`src/rtl/useq_pkg.sv`:
```
package useq_pkg;
  localparam int SEQ_W = 2;

  typedef enum logic [SEQ_W-1:0] {
    SEQ_STEP  = 2'b00,
    SEQ_DISP  = 2'b01,
    SEQ_END   = 2'b10,
    SEQ_END_B = 2'b11
  } seq_e;

  function automatic logic seq_is_end(seq_e s);
    return (s == SEQ_END) || (s == SEQ_END_B);
  endfunction
endpackage

```
`src/rtl/useq_ram.sv`:
```
module useq_ram #(
  parameter int W  = 18,
  parameter int AW = 6
) (
  input  logic          clk,
  input  logic          rst,
  input  logic          we,
  input  logic [AW-1:0] waddr,
  input  logic [W-1:0]  wdata,
  input  logic [AW-1:0] raddr,
  output logic [W-1:0]  rdata
);
  localparam int DEPTH = 1 << AW;

  logic [W-1:0] mem [DEPTH];

  always_ff @(posedge clk) begin
    if (rst) begin
      for (int i = 0; i < DEPTH; i++) mem[i] <= '0;
    end else if (we) begin
      mem[waddr] <= wdata;
    end
  end

  assign rdata = mem[raddr];
endmodule

```
`src/rtl/useq_loader.sv`:
```
module useq_loader (
  input  logic halt,
  input  logic ld_valid,
  input  logic ld_sel,
  output logic ld_ready,
  output logic store_we,
  output logic table_we
);
  logic xfer;

  assign ld_ready = halt;
  assign xfer     = ld_valid && ld_ready;
  assign store_we = xfer && !ld_sel;
  assign table_we = xfer && ld_sel;
endmodule

```
`src/rtl/useq_nextpc.sv`:
```
module useq_nextpc
  import useq_pkg::*;
#(
  parameter int UADDR_W    = 6,
  parameter int FETCH_ADDR = 0
) (
  input  logic [UADDR_W-1:0] cur,
  input  seq_e               seq,
  input  logic [UADDR_W-1:0] disp_tgt,
  output logic [UADDR_W-1:0] nxt
);
  always_comb begin
    unique case (seq)
      SEQ_STEP: nxt = cur + 1'b1;
      SEQ_DISP: nxt = disp_tgt;
      default:  nxt = UADDR_W'(FETCH_ADDR);
    endcase
  end
endmodule

```
`src/rtl/useq_top.sv`:
```
module useq_top
  import useq_pkg::*;
#(
  parameter int CTRL_W     = 16,
  parameter int UADDR_W    = 6,
  parameter int OPC_W      = 6,
  parameter int FETCH_ADDR = 0,
  localparam int LD_AW     = (UADDR_W > OPC_W) ? UADDR_W : OPC_W,
  localparam int WORD_W    = CTRL_W + SEQ_W
) (
  input  logic               clk,
  input  logic               rst,
  input  logic               halt,
  input  logic [OPC_W-1:0]   opcode,
  output logic               ctrl_valid,
  input  logic               ctrl_ready,
  output logic [CTRL_W-1:0]  ctrl_data,
  output logic               instr_done,
  output logic [UADDR_W-1:0] upc,
  input  logic               ld_valid,
  output logic               ld_ready,
  input  logic               ld_sel,
  input  logic [LD_AW-1:0]   ld_addr,
  input  logic [WORD_W-1:0]  ld_data
);
  logic [UADDR_W-1:0] upc_q;
  logic [UADDR_W-1:0] upc_nxt;
  logic [UADDR_W-1:0] disp_tgt;
  logic [WORD_W-1:0]  cur_word;
  logic [CTRL_W-1:0]  cur_ctrl;
  seq_e               cur_seq;
  logic               store_we;
  logic               table_we;
  logic               step;

  useq_loader u_loader (
    .halt     (halt),
    .ld_valid (ld_valid),
    .ld_sel   (ld_sel),
    .ld_ready (ld_ready),
    .store_we (store_we),
    .table_we (table_we)
  );

  useq_ram #(.W(WORD_W), .AW(UADDR_W)) u_store (
    .clk   (clk),
    .rst   (rst),
    .we    (store_we),
    .waddr (ld_addr[UADDR_W-1:0]),
    .wdata (ld_data),
    .raddr (upc_q),
    .rdata (cur_word)
  );

  useq_ram #(.W(UADDR_W), .AW(OPC_W)) u_disp (
    .clk   (clk),
    .rst   (rst),
    .we    (table_we),
    .waddr (ld_addr[OPC_W-1:0]),
    .wdata (ld_data[UADDR_W-1:0]),
    .raddr (opcode),
    .rdata (disp_tgt)
  );

  assign cur_ctrl = cur_word[CTRL_W-1:0];
  assign cur_seq  = seq_e'(cur_word[CTRL_W +: SEQ_W]);

  useq_nextpc #(.UADDR_W(UADDR_W), .FETCH_ADDR(FETCH_ADDR)) u_nextpc (
    .cur      (upc_q),
    .seq      (cur_seq),
    .disp_tgt (disp_tgt),
    .nxt      (upc_nxt)
  );

  assign ctrl_valid = !halt;
  assign step       = ctrl_valid && ctrl_ready;

  always_ff @(posedge clk) begin
    if (rst)       upc_q <= UADDR_W'(FETCH_ADDR);
    else if (step) upc_q <= upc_nxt;
  end

  assign ctrl_data  = halt ? '0 : cur_ctrl;
  assign instr_done = !halt && seq_is_end(cur_seq);
  assign upc        = upc_q;
endmodule

```
`config.mk`:
```
export PLATFORM = sky130hd
export DESIGN_NAME = useq_top
export DESIGN_NICKNAME = d
export VERILOG_FILES = /design/src/rtl/useq_pkg.sv /design/src/rtl/useq_ram.sv /design/src/rtl/useq_loader.sv /design/src/rtl/useq_nextpc.sv /design/src/rtl/useq_top.sv
export SDC_FILE = /design/constraint.sdc
export NUM_CORES = 2
export LEC_CHECK = 0
export ABC_AREA = 0
export BUFFER_PORTS_ARGS = -buffer_cell sky130_fd_sc_hd__buf_2
export CAP_MARGIN = 20
export CORE_UTILIZATION = 40
export DETAILED_ROUTE_END_ITERATION = 7
export PLACE_DENSITY_LB_ADDON = 0.25
export SLEW_MARGIN = 5
export SYNTH_ARGS = -nofsm -noshare
export SYNTH_HDL_FRONTEND = slang
export SYNTH_HIERARCHICAL = 1
export SYNTH_SLANG_ARGS = --single-unit
```
`constraint.sdc`:
```
create_clock -name clk -period 3.3 [get_ports clk]
set_input_delay 0.165 -clock clk [delete_from_list [all_inputs] [get_ports clk]]
set_output_delay 0.165 -clock clk [all_outputs]
set_load 0.05 [all_outputs]
```
==> results by group <==
Pwr
  – Leakage power summed over all cells: about 0.028 uW
  – Maximum VDD drop: approximately 600 uV
  – Pwr Density: about 560 nW/um^2

Layout
  – Net total in the final layout: between 4,000 and 5,000
  – Final core utilization: between 40 and 50%
  – Area Overhead vs Synth: 15.6%
  – Final cell area excluding filler cells: a little over 80,000 sq um
  – Fraction of final layout cells with drive strength greater than 1: about a quarter
  – Filler cells: 15,000

Drt
  – Number of detailed-route iterations in the first pass: 5
  – Detail Route Antenna Nets: 0
  – Detail-routed via count per cell: about 5.6
  – Routed wire length: 211,000 um
  – Via Count: a little over 40,000
  – Post-detailed-route wirelength per cell: roughly 29 um
  – Post-detailed-route DRC marker count: 0
  – Number of violations reported at the end of detailed-routing iteration 0: approximately 4,200

Timing
  – Clock period minus worst slack: ~3.6 ns
  – Transition at the pin with the smallest max-transition slack: roughly 1.0 ns
  – Pins over their slew limit: 0
  – Part of the cycle the worst path needs: 110%
  – Setup slack after layout: -0.336 ns
  – Maximum clock frequency: about 0.28 GHz
  – RSZ-0062 raised after global routing: yes
  – Worst slew margin relative to its limit: roughly a third
  – Worst clock skew on the final layout: 0.0443 ns
  – Summed negative setup slack over all endpoints: -5.46 ns
  – Total setup violations reported at the end of the flow: 23
  – Final Hold Fails: 0

Die
  – # rows: about 150
  – Chip Height: ~420 um
  – Die area: approximately 180,000 sq um
  – Initial core utilization: ~40%
  – I/O pin count: 61
  – Die width: about 420 um
  – Core region area: roughly 180,000 sq um

Yosys
  – Number of enable flip-flop cells after synthesis: 1,536
  – Post-synthesis sequential area ratio: around two thirds
  – Summed instance area of the synthesized netlist: between 70,000 and 80,000 sq um
  – Most instantiated library cell after synthesis: sky130_fd_sc_hd__and2_1
  – Async set or reset register ratio after synthesis: 0%
  – Dominant cells by area after synthesis: sky130_fd_sc_hd__edfxtp_1 65%, sky130_fd_sc_hd__and2_1 14%, sky130_fd_sc_hd__mux4_2 11%
  – Syn Inst Count: around 4,700
  – Post-synth cell types: 64
  – Leading post-synthesis cells by instance count: 1,540 x sky130_fd_sc_hd__and2_1, 1,536 x sky130_fd_sc_hd__edfxtp_1, 336 x sky130_fd_sc_hd__mux4_2
  – Area share of the largest cell type after synthesis: ~65%
  – Register bit total from synthesis: between 1,500 and 2,000
  – Cell taking the most area after synthesis: sky130_fd_sc_hd__edfxtp_1
  – Main synth FF type: sky130_fd_sc_hd__edfxtp_1
  – Number of warnings issued by yosys: 6
  – Mapped Avg Cell Area: ~15 sq um
  – Number of nets in the synthesized netlist: 4,766

Global route
  – GRT Resource Usage Total: 23.2%
  – Pin count of the biggest net entering global routing: around 130
  – Congestion Overflow GR: 0
  – Number of antenna violations at the first check in global routing: 10
  – Number of global-route vias before repair: a little over 40,000
  – Wire length of the first global-routing pass: between 300,000 and 400,000 um

Placement
  – Estimated wirelength of the detail-placed design: ~130,000 um
  – Buffers on Ports: 60
  – Placer Congestion: ~0.86
  – Area after DPL: about 75,000 sq um

CTS
  – Clock root cell: sky130_fd_sc_hd__clkbuf_16
  – TritonCTS Buffers: 166
  – Clk sink count: 1,542
  – H-tree depth: 4
  – TritonCTS clock tree: built
  – Maximum clock path buffer count: 3
  – Clock transition at the register clock pins on the worst setup and hold paths after CTS: approximately 0.060 ns
  – Clock latency on the worst-skew pair: 0.81 ns

Outcome
  – Violations in the final reports: negative setup slack
  – Outcome: finished with violations

Critical path
  – Crit. End Element: primary output
  – Start-to-end type of the worst setup path: reg2out
  – Required time of the worst setup path: ~3.1 ns
  – Top fanout value on the critical path: 13
  – Startpoint types: flop
  – Arrival time reported for the critical path endpoint: 3.47 ns

Min path
  – Tightest Hold Check Type: in2reg

Run
  – Max Cap Violations: 0
-- cell usage in the layout, fill, tap and decap left out, drive strengths merged, types with 34 or more instances in the layout --
master  synthesis  layout
mux4          337     337
a211oi         34      34
nand2          72      72
clkbuf        269     211
a21oi          35      35
edfxtp       1536    1536
a22oi          40      40
o22ai          79      79
nor2          150     150
buf           132     368
or2           128     128
mux2i         108     108
clkinv          1      69
and2         1541    1541
-- final timing paths --
kind / startpoint / endpoint / slack, ns / cells past startpoint
setup reg to reg: upc[2] / upc[5] / -0.21 / 10
hold reg to reg: upc[4] / upc[4] / 0.77 / 3
hold / removal: ld_data[4] / u_disp/mem[2][4] / 0.07 / 2
setup / recovery: upc[1] / ctrl_data[8] / -0.34 / 10
-- layout make-up --
cell class	instances	area (sq um)	share of cell area [%]
inverter	9	33.8	0.0410
timing repair buffer	386	4090	4.96
sequential	1542	46300	56.1
tap	2340	2930	3.55
antenna	9	22.5	0.0273
clock inverter	88	786	0.953
clock buffer	208	4350	5.28
multi-input combinational	2777	24000	29.1
-- stage by stage --
| stage | power, uW | cells | worst slack, ns | hold slack [ns] |
|---|---|---|---|---|
| 2_1_floorplan | 25600 | 4729 | 0.136 | 0.346 |
| 3_3_place_gp | 27400 | 6957 | -0.248 | 0.561 |
| 3_5_place_dp | 27500 | 6957 | -0.273 | 0.561 |
| 4_1_cts | 45900 | 7330 | -0.436 | 0.0214 |
| 5_1_grt | 47000 | 7351 | -0.441 | 0.0479 |
| 6_report | 45800 | 7359 | -0.336 | 0.0726 |
-- layer usage --
metal / vias to the layer above / share of wire [%] / GRT usage (%)
li1: 17700 / - / -
met1: 21600 / 43 / 32.9
met4: 4 / 3.2 / 7.53
met2: 1615 / 47 / 36.6
met5: - / 0.015 / 0
met3: 300 / 7.1 / 3.53
-- critical path: stages, from the launching register on --
cell and delay, ns:
sky130_fd_sc_hd__dfxtp_4 0.47, sky130_fd_sc_hd__buf_6 0.22, sky130_fd_sc_hd__bufbuf_16 0.35, sky130_fd_sc_hd__mux4_2 0.27, sky130_fd_sc_hd__a211oi_2 0.09, sky130_fd_sc_hd__buf_4 0.18, sky130_fd_sc_hd__a21oi_1 0.14, sky130_fd_sc_hd__nor4b_4 0.44
sky130_fd_sc_hd__buf_4 0.19, sky130_fd_sc_hd__nor2b_4 0.15, sky130_fd_sc_hd__buf_12 0.14
-- power by group --
| group | switching (uW) | internal, uW |
|---|---|---|
| logic | 3030 | 2030 |
| registers | 305 | 22500 |
| clock network | 7860 | 10100 |
-- state kept, by name, summed over array words and instances (netlist names) --
name	cells
u_store/mem	1152
u_disp/mem	384
upc	6
-- what timing repair did --
action                                  CTS  global route
gates resized for setup                 224            67
gates cloned                             20             3
endpoints found under the setup margin   23            23
buffers inserted                         50            21
hold buffers                              7             0
hold endpoints to repair                139             0
pin swaps                                31            34
-- logic make-up (layout without fill, tap and decap cells) --
kind of cell | Yosys count | after routing | synth area share [%]
adder cells (fa/ha/maj) | 1 | 1 | 0.0175
AO/OA/AOI/OAI | 258 | 258 | 2.49
XOR/XNOR | 3 | 3 | 0.0368
AND/OR/NAND/NOR | 2053 | 2053 | 17.4
buffers and inverters | 410 | 691 | 2.74
other | 0 | 9 | 0
flip-flops | 1542 | 1542 | 64.8
multiplexers | 462 | 462 | 12.4
Power figures use the tool's default switching activity.
